==> src/rtl/i2s_tx_pkg.sv <==
package i2s_tx_pkg;

    // Serializer operation chosen each system clock
    typedef enum logic [1:0] {
        SER_HOLD   = 2'd0,
        SER_SHIFT  = 2'd1,
        SER_LOAD_L = 2'd2,
        SER_LOAD_R = 2'd3
    } ser_op_e;

    localparam int NUM_CH = 2;
    localparam int CH_L   = 0;
    localparam int CH_R   = 1;

endpackage

==> src/rtl/i2s_clkgen.sv <==
module i2s_clkgen #(
    parameter int SAMPLE_W = 16,
    parameter int MCLK_TAP = 1,
    parameter int BCLK_TAP = 4
) (
    input  logic clk_i,
    input  logic rst_i,
    output logic mclk_o,
    output logic bclk_o,
    output logic ws_o,
    output logic bfall_o,
    output logic load_l_o,
    output logic load_r_o,
    output logic frame_o
);
    localparam int BCLK_PER = 2 ** (BCLK_TAP + 1);
    localparam int WS_TAP   = BCLK_TAP + 1 + $clog2(SAMPLE_W);
    localparam int CNT_W    = WS_TAP + 1;
    localparam int HALF     = 2 ** WS_TAP;
    localparam logic [CNT_W-1:0] LOAD_L_AT = CNT_W'(BCLK_PER - 1);
    localparam logic [CNT_W-1:0] LOAD_R_AT = CNT_W'(HALF + BCLK_PER - 1);

    logic [CNT_W-1:0] cnt_q;

    always_ff @(posedge clk_i) begin
        if (rst_i) cnt_q <= '0;
        else       cnt_q <= cnt_q + 1'b1;
    end

    always_comb begin
        mclk_o   = ~cnt_q[MCLK_TAP];
        bclk_o   = cnt_q[BCLK_TAP];
        ws_o     = cnt_q[WS_TAP];
        bfall_o  = &cnt_q[BCLK_TAP:0];
        load_l_o = (cnt_q == LOAD_L_AT);
        load_r_o = (cnt_q == LOAD_R_AT);
        frame_o  = (cnt_q == '0);
    end


    mclk_half_chk: assert property (@(posedge clk_i) disable iff (rst_i)
        !$stable(mclk_o) |=> $stable(mclk_o));

    load_left_chk: assert property (@(posedge clk_i) disable iff (rst_i)
        load_l_o |-> (!ws_o && bfall_o));

    load_right_chk: assert property (@(posedge clk_i) disable iff (rst_i)
        load_r_o |-> (ws_o && bfall_o));

    frame_pulse_chk: assert property (@(posedge clk_i) disable iff (rst_i)
        frame_o |=> !frame_o);

endmodule

==> src/rtl/i2s_frame_latch.sv <==
module i2s_frame_latch
    import i2s_tx_pkg::*;
#(
    parameter int SAMPLE_W = 16
) (
    input  logic                clk_i,
    input  logic                rst_i,
    input  logic                cap_i,
    input  logic [SAMPLE_W-1:0] left_i,
    input  logic [SAMPLE_W-1:0] right_i,
    output logic [SAMPLE_W-1:0] hold_l_o,
    output logic [SAMPLE_W-1:0] hold_r_o
);
    logic [SAMPLE_W-1:0] in_w   [NUM_CH];
    logic [SAMPLE_W-1:0] hold_q [NUM_CH];

    assign in_w[CH_L] = left_i;
    assign in_w[CH_R] = right_i;

    for (genvar ch = 0; ch < NUM_CH; ch++) begin : g_ch
        always_ff @(posedge clk_i) begin
            if (rst_i)      hold_q[ch] <= '0;
            else if (cap_i) hold_q[ch] <= in_w[ch];
        end


        hold_stable_chk: assert property (@(posedge clk_i) disable iff (rst_i)
            !cap_i |=> $stable(hold_q[ch]));
    end

    assign hold_l_o = hold_q[CH_L];
    assign hold_r_o = hold_q[CH_R];

endmodule

==> src/rtl/i2s_serializer.sv <==
module i2s_serializer
    import i2s_tx_pkg::*;
#(
    parameter int SAMPLE_W = 16
) (
    input  logic                clk_i,
    input  logic                rst_i,
    input  logic                bfall_i,
    input  logic                load_l_i,
    input  logic                load_r_i,
    input  logic [SAMPLE_W-1:0] word_l_i,
    input  logic [SAMPLE_W-1:0] word_r_i,
    output logic                sdata_o
);
    localparam int MSB = SAMPLE_W - 1;

    ser_op_e             op;
    logic [SAMPLE_W-1:0] sreg_q;

    always_comb begin
        if (load_l_i)      op = SER_LOAD_L;
        else if (load_r_i) op = SER_LOAD_R;
        else if (bfall_i)  op = SER_SHIFT;
        else               op = SER_HOLD;
    end

    always_ff @(posedge clk_i) begin
        if (rst_i) begin
            sreg_q <= '0;
        end else begin
            unique case (op)
                SER_HOLD:   sreg_q <= sreg_q;
                SER_SHIFT:  sreg_q <= {sreg_q[MSB-1:0], 1'b0};
                SER_LOAD_L: sreg_q <= word_l_i;
                SER_LOAD_R: sreg_q <= word_r_i;
            endcase
        end
    end

    assign sdata_o = sreg_q[MSB];


    msb_left_chk: assert property (@(posedge clk_i) disable iff (rst_i)
        load_l_i |=> (sdata_o == $past(word_l_i[MSB])));

    msb_right_chk: assert property (@(posedge clk_i) disable iff (rst_i)
        load_r_i |=> (sdata_o == $past(word_r_i[MSB])));

endmodule

==> src/rtl/i2s_tx.sv <==
module i2s_tx #(
    parameter int SAMPLE_W = 16,
    parameter int MCLK_TAP = 1,
    parameter int BCLK_TAP = 4
) (
    input  logic                clk_i,
    input  logic                rst_i,
    input  logic [SAMPLE_W-1:0] left_i,
    input  logic [SAMPLE_W-1:0] right_i,
    output logic                mclk_o,
    output logic                bclk_o,
    output logic                ws_o,
    output logic                sdata_o,
    output logic                frame_tick_o
);
    logic                bfall, load_l, load_r, frame;
    logic [SAMPLE_W-1:0] hold_l, hold_r;

    i2s_clkgen #(
        .SAMPLE_W (SAMPLE_W),
        .MCLK_TAP (MCLK_TAP),
        .BCLK_TAP (BCLK_TAP)
    ) u_clkgen (
        .clk_i    (clk_i),
        .rst_i    (rst_i),
        .mclk_o   (mclk_o),
        .bclk_o   (bclk_o),
        .ws_o     (ws_o),
        .bfall_o  (bfall),
        .load_l_o (load_l),
        .load_r_o (load_r),
        .frame_o  (frame)
    );

    i2s_frame_latch #(.SAMPLE_W(SAMPLE_W)) u_latch (
        .clk_i    (clk_i),
        .rst_i    (rst_i),
        .cap_i    (frame),
        .left_i   (left_i),
        .right_i  (right_i),
        .hold_l_o (hold_l),
        .hold_r_o (hold_r)
    );

    i2s_serializer #(.SAMPLE_W(SAMPLE_W)) u_ser (
        .clk_i    (clk_i),
        .rst_i    (rst_i),
        .bfall_i  (bfall),
        .load_l_i (load_l),
        .load_r_i (load_r),
        .word_l_i (hold_l),
        .word_r_i (hold_r),
        .sdata_o  (sdata_o)
    );

    assign frame_tick_o = frame;


    sdata_edge_chk: assert property (@(posedge clk_i) disable iff (rst_i)
        !$stable(sdata_o) |-> $fell(bclk_o));

    ws_edge_chk: assert property (@(posedge clk_i) disable iff (rst_i)
        !$stable(ws_o) |-> $fell(bclk_o));

endmodule

==> config.mk <==
export PLATFORM = sky130hd
export DESIGN_NAME = i2s_tx
export DESIGN_NICKNAME = d
export VERILOG_FILES = /design/src/rtl/i2s_tx_pkg.sv /design/src/rtl/i2s_clkgen.sv /design/src/rtl/i2s_frame_latch.sv /design/src/rtl/i2s_serializer.sv /design/src/rtl/i2s_tx.sv
export SDC_FILE = /design/constraint.sdc
export NUM_CORES = 1
export LEC_CHECK = 0
export BUFFER_PORTS_ARGS = -buffer_cell sky130_fd_sc_hd__buf_2
export CORE_MARGIN = 3
export CORE_UTILIZATION = 47
export CTS_BUF_LIST = sky130_fd_sc_hd__clkbuf_8
export CTS_CLUSTER_SIZE = 40
export DETAILED_ROUTE_END_ITERATION = 6
export HOLD_SLACK_MARGIN = 0.05
export PLACE_DENSITY = 0.68
export SLEW_MARGIN = 20
export SYNTH_ARGS = -nofsm -noshare
export SYNTH_HDL_FRONTEND = slang
export SYNTH_SLANG_ARGS = --single-unit
==> constraint.sdc <==
create_clock -name clk_i -period 2.9 [get_ports clk_i]
set_input_delay 0.145 -clock clk_i [delete_from_list [all_inputs] [get_ports clk_i]]
set_output_delay 0.145 -clock clk_i [all_outputs]
set_load 0.02 [all_outputs]
==> results.md, run 1 <==
- Number of nets with antenna violations after detailed routing: 0
- Share of total power in sequential cells: 57.7%
- Global placement routability congestion: approximately 0.75
- Time the final worst path needs with I/O delays and setup: around 2.3 ns
- Via count of the first global-routing pass: about 1,600
- Clock slew at the register clock pins of the worst setup and hold paths: about 0.06 ns
- Detailed-route wire length: 4470 um
- Largest net degree at the start of global routing: 33
- Post-synthesis average cell area: roughly 12 um^2
- Slew margin rel.: about 50%
- Iter 0 DRT Violations: 74
- Worst-Skew Late Latency: between 0.3 and 0.4 ns
- Register-to-register setup slack: ~0.62 ns
- Setup fix buffers added after clock tree synthesis: 0
- Data required time at the worst endpoint: around 2.9 ns
- Worst setup slack before clock tree synthesis: between 0.5 and 0.6 ns
- H-tree levels: 3
- Top fanout value on the critical path: 32
- Routed metal-1 wire length: about 2100 um
- Amount of wire on met3 after detailed routing: ~240 um
- Count of final max-slew check failures: 0
- Die X-Extent: slightly above 80 um
- Number of antenna violations at the first check in global routing: 0
- Most frequent standard cell in the layout excluding fill and tap cells: sky130_fd_sc_hd__buf_2
- Switch Pwr: about 380 uW
- Worst Hold End: u_latch.hold_q[1][10]
- Yosys top cell by area: sky130_fd_sc_hd__edfxtp_1
- DIE HEIGHT: 80.4 um
- Flip-flop and latch count after synthesis: between 50 and 60
- Terminus of the critical flop-to-flop path: u_latch.hold_q[0][5]
- Switching share of power: 22.7%
- Number of cells on the worst reg-to-reg path: 5
- Number of max-cap violations: 0
- Worst min-delay path startpoint: right_i[10]
- Total overflow reported by the global router: 0
- Drt via density: ~5.1
- Peak supply drop: between 0.3 and 0.4 mV
- Unrepaired setup endpoints after global routing: false
- Post-route setup TNS: 0 ns
- FFs w/ async S/R, synth: 0%
- Share of the clock period used by the worst path after layout: between 70% and 80%
- Number of cells on the worst hold path: 2
- Type of the worst min-delay path: in -> reg
- Number of warnings issued by yosys: 0
- Netlist area before placement: 2600 um^2
- Area share of the largest cell type after synthesis: between 30% and 40%
- Area growth, synth to finish: 15.7%
- Fmax: 0.439 GHz
- Layout cells sized above 1: 30.2%
- Outcome: finished, final reports clean
- Number of fill cells in the layout: 446
- Wire length of the first global-routing pass: around 7800 um
- Site row count: 26
- Net count reported at finish: about 290
- Syn nets: 250
- Synthesized instance count: between 200 and 250
- Max Used Layer: met4
- Cts bufs inserted: 9
- Area of the die: approximately 6500 um^2
- IO buf count: 38
- Floorplan core area: 5240 um^2
- Internal power consumption: about 1.3 mW
- Commonest cells after routing, fill and taps aside: sky130_fd_sc_hd__buf_2 (38), sky130_fd_sc_hd__and2_1 (32), sky130_fd_sc_hd__edfxtp_1 (32)
- Number of search-and-repair iterations in the first detailed-routing pass: 4
- Sort of element at the end of the critical path: register
- Count of flip-flops with a built-in enable after synthesis: 32
- DP HPWL: 2830 um
- Final setup slack of the worst path: a little over 0.6 ns
- Startpoint of the most critical setup path: u_clkgen.cnt_q[1]
- Count of final setup violators: 0
- Total length of routed met2 wires: roughly 2100 um
- Cell types with the largest area share after synthesis: sky130_fd_sc_hd__edfxtp_1 (37%), sky130_fd_sc_hd__dfxtp_1 (20%), sky130_fd_sc_hd__and2_1 (7.7%)
- Hold buffers post-CTS: 0
- CTS Sinks: a little under 60
- Startpoint type of the worst setup path: register
- PwrDens: roughly 550 nW/um^2
- Yosys cell types: 34
- Effective utilization at floorplan: 49.7%
- Critical path type: reg -> reg
- Reg2reg start: u_clkgen.cnt_q[1]
- Post-detailed-route wirelength per cell: roughly 14 um
- Share of total power in combinational logic: approximately 7%
- Clock network fraction of design power: 35.3%
- Top flip-flop cell by instance count after synthesis: sky130_fd_sc_hd__edfxtp_1
- Residual DRC: 0
- Lkg Pwr: 1.13 nW
- Actual transition at the worst max-transition pin: ~0.75 ns
- Endpoints failing hold: 0
- Bufs on Longest Clock Path: 2
- Portion of the post-synthesis area used by sequential elements: 56.9%
- Worst clock skew on the final layout: ~0.0053 ns
- Cell at the root of the clock tree: sky130_fd_sc_hd__clkbuf_8
- Top-level port count: 39
- GR Util All Layers: between 15 and 20%
- Via count: between 1,500 and 2,000
- Post_cts resized: 0
- Data arrival, critical path: ~2.2 ns
- CTS tree: done
- Total inserted antenna cells: 0
==> kinds of logic (layout without fill, tap and decap cells) <==
| logic type | count (synthesis) | in the layout | share of synthesized area [%] |
|---|---|---|---|
| adders and majority gates | 3 | 3 | 1.44 |
| AOI/OAI and AO/OA | 42 | 42 | 10.5 |
| xor gates and xnor gates | 2 | 2 | 0.673 |
| muxes | 31 | 31 | 12.7 |
| buffers and inverters | 21 | 66 | 3.60 |
| and+or+nand+nor | 56 | 56 | 14.2 |
| DFF | 58 | 58 | 56.9 |
==> critical path: stages, from the launching register on <==
cell,delay (ns)
sky130_fd_sc_hd__dfxtp_1,0.34
sky130_fd_sc_hd__inv_1,0.08
sky130_fd_sc_hd__ha_1,0.13
sky130_fd_sc_hd__or4b_1,0.51
sky130_fd_sc_hd__nor3_1,0.19
sky130_fd_sc_hd__or2_2,0.65
==> layout make-up <==
cell class / instances / area, um^2 / area share [%]
repair buffers: 45 / 243 / 8.06
clock inverters: 6 / 26.3 / 0.872
multi-input cells: 134 / 1030 / 34.1
inverters: 6 / 22.5 / 0.748
clock buffers: 9 / 124 / 4.11
well taps: 70 / 87.6 / 2.91
flip-flops and latches: 58 / 1480 / 49.2
==> layer usage <==
metal | up-vias | track usage, %
li1 | 871 | -
met1 | 774 | 19.4
met2 | 35 | 25.9
met3 | 2 | 6.28
met4 | 0 | 7.09
met5 | - | 0
==> metrics by stage <==
stage / power, mW / util, % / cells / instance area [um^2] / hold slack [ns]
final: 1.66 / 57.5 / 328 / 3010 / 0.0874
after global routing: 1.74 / 57.5 / 328 / 3010 / 0.0644
after CTS: 1.69 / 57.5 / 328 / 3010 / 0.0719
after detailed placement: 1.10 / 54.7 / 313 / 2860 / 0.424
after global placement: 1.09 / 54.7 / 313 / 2860 / 0.424
after floorplan: 1.05 / - / 213 / 2600 / 0.343
==> flip-flops by register name, indices dropped and copies added, names as in the netlist <==
signal          flops
u_ser.sreg_q       16
u_clkgen.cnt_q     10
u_latch.hold_q     32
==> synthesized netlist by cell type, types with 2 or more instances <==
cell                       count
sky130_fd_sc_hd__a211oi_1     15
sky130_fd_sc_hd__a21oi_1       6
sky130_fd_sc_hd__nor2b_1       2
sky130_fd_sc_hd__and2_1       32
sky130_fd_sc_hd__nand3_1       3
sky130_fd_sc_hd__dfxtp_1      26
sky130_fd_sc_hd__edfxtp_1     32
sky130_fd_sc_hd__mux2i_1      15
sky130_fd_sc_hd__mux2_2       16
sky130_fd_sc_hd__nor2_1        3
sky130_fd_sc_hd__clkbuf_2      3
sky130_fd_sc_hd__buf_2         3
sky130_fd_sc_hd__ha_1          3
sky130_fd_sc_hd__inv_1         5
sky130_fd_sc_hd__o21ai_0       4
sky130_fd_sc_hd__or3_1         4
sky130_fd_sc_hd__clkbuf_1      8
sky130_fd_sc_hd__a31oi_1      15
sky130_fd_sc_hd__nand4_1       3
==> how the worst max path moves through the flow <==
stage	end	slack, ns	cells past startpoint
2_1_floorplan	u_latch.hold_q[0][0]	0.28	5
3_3_place_gp	u_latch.hold_q[1][7]	0.68	5
3_5_place_dp	u_latch.hold_q[0][10]	0.59	5
4_1_cts	u_latch.hold_q[0][8]	0.58	5
5_1_grt	u_latch.hold_q[0][7]	0.38	5
6_report	u_latch.hold_q[0][5]	0.62	5
==> power by group through the flow <==
stage               sequential (mW)  combinational [mW]  clock (mW)
floorplan                     0.972              0.0798           0
global placement              0.975               0.118           0
detailed placement            0.978               0.121           0
CTS                           0.960               0.121       0.604
global route                  0.966               0.136       0.641
finish                        0.959               0.117       0.586
Note: power is estimated with default switching activity, not from simulation.
==> run 2, diff against run 1 <==
==> constraint.sdc (replaced) <==
create_clock -name clk_i -period 2.25 [get_ports clk_i]
set_input_delay 0.1125 -clock clk_i [delete_from_list [all_inputs] [get_ports clk_i]]
set_output_delay 0.1125 -clock clk_i [all_outputs]
set_load 0.02 [all_outputs]
==> run 2 against run 1 <==
Effect of this change:
- first-iteration DRC count shrank 22%
- die area is the same
- largest cell class unchanged
- flip-flop and latch count is the same
- combinational power grew 70%
- clock power grew 72%
==> results.md, run 2 (synthesis results as in run 1) <==
- GR Util All Layers: 18.4% (+2.1 points)
- Worst setup slack before clock tree synthesis: 0.212 ns (-0.377 ns)
- Sort of element at the end of the critical path: register
- Number of antenna violations at the first check in global routing: 0 (unchanged)
- Count of final max-slew check failures: 0 (unchanged)
- Bufs on Longest Clock Path: 2 (unchanged)
- Worst Hold End: u_latch.hold_q[1][7]
- Cts bufs inserted: 9 (unchanged)
- Register with the most flip-flops: u_latch.hold_q
- Worst-Skew Late Latency: 0.33 ns (about the same)
- Site row count: 26 (unchanged)
- Net count reported at finish: 325 (+12%)
- Top fanout value on the critical path: 32 (unchanged)
- Number of max-cap violations: 0 (unchanged)
- Critical path type: reg -> reg
- Endpoints failing hold: 0 (unchanged)
- Number of nets with antenna violations after detailed routing: 0 (unchanged)
- Most frequent standard cell in the layout excluding fill and tap cells: sky130_fd_sc_hd__buf_2
- Share of the clock period used by the worst path after layout: 90.2% (+12 points)
- Area growth, synth to finish: 30.9%
- Time the final worst path needs with I/O delays and setup: 2.03 ns (-0.250 ns)
- Commonest cells after routing, fill and taps aside: sky130_fd_sc_hd__buf_2 (38), sky130_fd_sc_hd__and2_1 (32), sky130_fd_sc_hd__edfxtp_1 (32)
- Terminus of the critical flop-to-flop path: u_latch.hold_q[0][12]
- PwrDens: 718 nW/um^2 (+30%)
- Overall power after layout: 2.45 mW (+47%)
- Number of search-and-repair iterations in the first detailed-routing pass: 4 (unchanged)
- Slew margin rel.: 70.2% (+21 points)
- Post-route setup TNS: 0 ns (unchanged)
- Actual transition at the worst max-transition pin: 0.447 ns (-0.308 ns)
- Die X-Extent: 80.4 um (unchanged)
- H-tree levels: 3 (unchanged)
- Area of the die: 6470 um^2 (unchanged)
- Cell at the root of the clock tree: sky130_fd_sc_hd__clkbuf_8
- Layout cells sized above 1: 29.0% (-1.2 points)
- IO buf count: 38 (unchanged)
- Count of final setup violators: 0 (unchanged)
- Largest net degree at the start of global routing: 33 (unchanged)
- Worst clock skew on the final layout: 0.00544 ns (+0.000146 ns)
- Biggest regs: u_latch.hold_q (32), u_ser.sreg_q (16), u_clkgen.cnt_q (10)
- Hold buffers post-CTS: 30 (+30)
- Startpoint type of the worst setup path: register
- Final setup slack of the worst path: 0.221 ns (-0.400 ns)
- Flip-flop count of the largest register after layout: 32 (unchanged)
- Reg2reg start: u_clkgen.cnt_q[0]
- Fmax: 0.493 GHz (+12%)
- Number of cells on the worst reg-to-reg path: 5 (unchanged)
- Iter 0 DRT Violations: 58 (-22%)
- Wire length of the first global-routing pass: 8740 um (+12%)
- Unrepaired setup endpoints after global routing: false
- Worst min-delay path startpoint: right_i[7]
- Top-level port count: 39 (unchanged)
- Via count: 1,833 (+9.0%)
- CTS tree: done
- Type of the worst min-delay path: in -> reg
- Residual DRC: 0 (unchanged)
- Total placed cells including tap cells: 317 (+1.3%)
- Number of cells on the worst hold path: 2 (unchanged)
- Setup fix buffers added after clock tree synthesis: 0 (unchanged)
- Effective utilization at floorplan: 49.7% (unchanged)
- Lkg Pwr: 1.30 nW (+15%)
- Non-Filler Instances: 363 (+11%)
- Outcome: finished, final reports clean
- Detailed-route wire length: 5020 um (+12%)
- Clock slew at the register clock pins of the worst setup and hold paths: 0.06 ns (about the same)
- Register-to-register setup slack: 0.22 ns (-0.40 ns)
- Peak supply drop: 0.476 mV (+54%)
- Post-detailed-route wirelength per cell: 13.8 um (+1.6%)
- Data required time at the worst endpoint: 2.23 ns (-0.63 ns)
- Global placement routability congestion: 0.760 (+1.2%)
- Post_cts resized: 0 (unchanged)
- DIE HEIGHT: 80.4 um (unchanged)
- Floorplan core area: 5240 um^2 (unchanged)
- CTS Sinks: 58 (unchanged)
- Data arrival, critical path: 2.01 ns (-0.23 ns)
- DP HPWL: 2830 um (about the same)
- Total overflow reported by the global router: 0 (unchanged)
- Total inserted antenna cells: 0 (unchanged)
- Drt via density: 5.05 (-1.5%)
- Via count of the first global-routing pass: 1,845 (+12%)
-- run 2: changes by cell type in the layout (fill, tap and decap cells not counted) --
cell,before,now
sky130_fd_sc_hd__clkinvlp_4,0,1
sky130_fd_sc_hd__clkinv_1,3,2
sky130_fd_sc_hd__nor3_1,1,0
sky130_fd_sc_hd__or2_4,0,1
sky130_fd_sc_hd__nor3_2,1,2
sky130_fd_sc_hd__buf_4,7,11
sky130_fd_sc_hd__bufinv_16,0,2
sky130_fd_sc_hd__or2_2,1,0
sky130_fd_sc_hd__clkinv_2,3,2
sky130_fd_sc_hd__dlygate4sd3_1,0,30
-- run 2: worst max path at each step --
stage                            startpoint               endpoint  slack (ns)  depth (start not counted)
after global routing      u_clkgen.cnt_q[1]  u_latch.hold_q[1][11]        0.08                          5
after CTS                 u_clkgen.cnt_q[0]   u_latch.hold_q[0][1]        0.20                          5
after detailed placement  u_clkgen.cnt_q[0]  u_latch.hold_q[1][14]        0.21                          5
after floorplan           u_clkgen.cnt_q[0]       u_ser.sreg_q[10]       0.008                         10
final                     u_clkgen.cnt_q[0]  u_latch.hold_q[0][12]        0.22                          5
after global placement    u_clkgen.cnt_q[0]  u_latch.hold_q[0][14]        0.25                          5
-- run 2: layer usage --
metal  wire, um  part of all wire [%]  vias to the layer above  global-route usage, %
met4         49                  0.98                        0                   6.59
met3        227                   4.5                        5                   7.17
met5          0                     0                        -                      0
met1       2240                    45                      842                   21.9
met2       2510                    50                       41                   30.0
li1           -                     -                      945                      -
-- run 2: final cells by class --
class                      instances  area [um^2]
timing repair buffer              79          573
sequential                        58         1480
fill                             408         1830
multi-input combinational        134         1040
clock inverter                     7         85.1
inverter                           6         22.5
tap                               70         87.6
clock buffer                       9          124
-- run 2: stage by stage --
| step | instance area (um^2) | hold slack (ns) | util, % |
|---|---|---|---|
| finish | 3410 | 0.0694 | 65.1 |
| global route | 3410 | 0.0652 | 65.1 |
| CTS | 3410 | 0.0546 | 65.1 |
| detailed placement | 2900 | 0.391 | 55.4 |
| global placement | 2900 | 0.390 | 55.4 |
| floorplan | 2620 | 0.311 | - |
-- run 2: worst max-delay path: stages (launching register included) --
cell and delay, ns:
sky130_fd_sc_hd__dfxtp_1 0.34, sky130_fd_sc_hd__inv_1 0.07, sky130_fd_sc_hd__ha_1 0.12, sky130_fd_sc_hd__or4b_1 0.52
sky130_fd_sc_hd__nor3_2 0.17, sky130_fd_sc_hd__or2_4 0.43
-- run 2: where the power goes --
group | total, mW | switching (mW) | internal (mW)
logic | 0.199 | 0.0942 | 0.104
registers | 1.24 | 0.0235 | 1.21
clock network | 1.01 | 0.402 | 0.611
total | 2.45 | 0.520 | 1.93
==> run 3, diff against run 2 <==
--- a/config.mk
+++ b/config.mk
@@ -8,7 +8,6 @@
 export BUFFER_PORTS_ARGS = -buffer_cell sky130_fd_sc_hd__buf_2
 export CORE_MARGIN = 3
 export CORE_UTILIZATION = 47
-export CTS_BUF_LIST = sky130_fd_sc_hd__clkbuf_8
 export CTS_CLUSTER_SIZE = 40
 export DETAILED_ROUTE_END_ITERATION = 6
 export HOLD_SLACK_MARGIN = 0.05
==> run 3 against run 2 <==
Effect of this change:
- sequential share of layout area unchanged
- design area unchanged
- non-clock buffer count is the same
- die area unchanged
- flip-flop and latch count stayed put
- core utilization unchanged
- first-iteration DRC count down 6.9%
- register-to-register slack is essentially flat
- clock-buffer cell count is 1 higher
- critical path depth unchanged
- via count rose by 0.44%
==> results.md, run 3 (synthesis results as in run 1) <==
- Total overflow reported by the global router: 0 (unchanged)
- Fmax: 0.492 GHz (-0.22%)
- Number of max-cap violations: 0 (unchanged)
- Clock slew at the register clock pins of the worst setup and hold paths: 0.06 ns (about the same)
- IO buf count: 38 (unchanged)
- Layout cells sized above 1: 29.0% (unchanged)
- Register with the most flip-flops: u_latch.hold_q
- Number of search-and-repair iterations in the first detailed-routing pass: 4 (unchanged)
- Endpoints failing hold: 0 (unchanged)
- Residual DRC: 0 (unchanged)
- Slew margin rel.: 70.0% (-0.25 points)
- Post-route setup TNS: 0 ns (unchanged)
- Worst-path cell with the longest stage delay: sky130_fd_sc_hd__or4b_1
- Detailed-route wire length: 5020 um (about the same)
- PwrDens: 720 nW/um^2 (+0.22%)
- Cell at the root of the clock tree: sky130_fd_sc_hd__clkbuf_8
- Share of the clock period used by the worst path after layout: 90.4% (+0.20 points)
- Outcome: finished, final reports clean
- GR Util All Layers: 18.4% (unchanged)
- Worst setup slack before clock tree synthesis: 0.212 ns (unchanged)
- Top-level port count: 39 (unchanged)
- Type of the worst min-delay path: in -> reg
- Net count reported at finish: 325 (unchanged)
- Floorplan core area: 5240 um^2 (unchanged)
- DIE HEIGHT: 80.4 um (unchanged)
- Global placement routability congestion: 0.760 (unchanged)
- Via count of the first global-routing pass: 1,845 (unchanged)
- Iter 0 DRT Violations: 54 (-6.9%)
- Actual transition at the worst max-transition pin: 0.450 ns (+0.00373 ns)
- DP HPWL: 2830 um (unchanged)
- Worst-Skew Late Latency: 0.33 ns (about the same)
- Most frequent standard cell in the layout excluding fill and tap cells: sky130_fd_sc_hd__buf_2
- Critical path type: reg -> reg
- Time the final worst path needs with I/O delays and setup: 2.03 ns (+0.00439 ns)
- Largest net degree at the start of global routing: 33 (unchanged)
- Flip-flop count of the largest register after layout: 32 (unchanged)
- Crit-path max cell delay: 0.52 ns (about the same)
- Area growth, synth to finish: 30.9% (unchanged)
- Number of fill cells in the layout: 408 (unchanged)
- Lkg Pwr: 1.29 nW (-0.32%)
- Top fanout value on the critical path: 32 (unchanged)
- Post-detailed-route wirelength per cell: 13.8 um (about the same)
- Setup fix buffers added after clock tree synthesis: 0 (unchanged)
- H-tree levels: 3 (unchanged)
- Number of buffer and inverter instances along the worst setup path: 1 (unchanged)
- Startpoint type of the worst setup path: register
- Wire length of the first global-routing pass: 8740 um (unchanged)
- Number of antenna violations at the first check in global routing: 0 (unchanged)
- Post-layout utilization of the core: 65.1% (unchanged)
- Unrepaired setup endpoints after global routing: false
- Overall power after layout: 2.45 mW (+0.22%)
- Via count: 1,841 (+0.44%)
- Site row count: 26 (unchanged)
- Effective utilization at floorplan: 49.7% (unchanged)
- CTS Sinks: 58 (unchanged)
- Critical-path cell list: inv_1 -> ha_1 -> or4b_1 -> nor3_2 -> or2_4
- Die X-Extent: 80.4 um (unchanged)
- Data required time at the worst endpoint: 2.23 ns (about the same)
- Count of final setup violators: 0 (unchanged)
- Final setup slack of the worst path: 0.217 ns (-0.00439 ns)
- Biggest regs: u_latch.hold_q (32), u_ser.sreg_q (16), u_clkgen.cnt_q (10)
- Cts bufs inserted: 9 (unchanged)
- Top delay family on crit path: simple AND/OR/NAND/NOR gates
- Instance area at placement: 2900 um^2 (unchanged)
- Peak supply drop: 0.478 mV (+0.44%)
- CTS tree: done
- Count of final max-slew check failures: 0 (unchanged)
- Area of the die: 6470 um^2 (unchanged)
- Commonest cells after routing, fill and taps aside: sky130_fd_sc_hd__buf_2 (38), sky130_fd_sc_hd__and2_1 (32), sky130_fd_sc_hd__edfxtp_1 (32)
- Worst clock skew on the final layout: 0.00565 ns (+0.000210 ns)
- Data arrival, critical path: 2.01 ns (about the same)
- Number of nets with antenna violations after detailed routing: 0 (unchanged)
- Bufs on Longest Clock Path: 2 (unchanged)
- Design Area, Final: 3410 um^2 (unchanged)
- Total inserted antenna cells: 0 (unchanged)
- Sort of element at the end of the critical path: register
- Drt via density: 5.07 (+0.44%)
[run 3: timing repair]
| item | CTS | global route |
|---|---|---|
| hold endpoints to repair | 30 | 0 |
| gates resized for setup | 0 | 0 |
| hold buffers | 30 | 0 |
[run 3: worst reg2reg max path, cell delays in order (launching register included)]
cell and delay (ns):
sky130_fd_sc_hd__dfxtp_1 0.34, sky130_fd_sc_hd__inv_1 0.07, sky130_fd_sc_hd__ha_1 0.12, sky130_fd_sc_hd__or4b_1 0.52, sky130_fd_sc_hd__nor3_2 0.17, sky130_fd_sc_hd__or2_4 0.43
[run 3: cell type report]
type	count	area, um^2	share of cell area (%)
Clock buffer	10	128	3.74
Clock inverter	6	81.3	2.39
Inverter	6	22.5	0.661
Multi-Input combinational cell	134	1040	30.4
Sequential cell	58	1480	43.4
Tap cell	70	87.6	2.57
Timing Repair Buffer	79	573	16.8
[run 3: metal layers]
metal / vias to the layer above / GRT usage (%) / share of wire, %
met1: 850 / 21.9 / 44
met2: 41 / 30.0 / 50
met3: 5 / 7.17 / 4.5
met5: - / 0 / 0
li1: 945 / - / -
met4: 0 / 6.59 / 0.98
[run 3: through the flow]
stage,std cells,hold WS [ns]
after floorplan,213,0.311
after CTS,363,0.0546
after detailed placement,317,0.391
after global placement,317,0.390
final,363,0.0694
after global routing,363,0.0652
[run 3: report_power, final]
group	total [mW]	switching, mW	internal (mW)
sequential	1.24	0.0235	1.21
combinational	0.199	0.0944	0.104
clock	1.02	0.403	0.616
total	2.45	0.521	1.93
[run 3: path summary, 6_finish.rpt]
check | startpoint | endpoint | slack, ns | cells after the start
setup / recovery | u_clkgen.cnt_q[0] | u_latch.hold_q[0][12] | 0.22 | 5
hold / removal | right_i[7] | u_latch.hold_q[1][7] | 0.07 | 2
setup reg to reg | u_clkgen.cnt_q[0] | u_latch.hold_q[0][12] | 0.22 | 5
hold reg to reg | u_clkgen.cnt_q[0] | u_clkgen.cnt_q[0] | 0.48 | 1
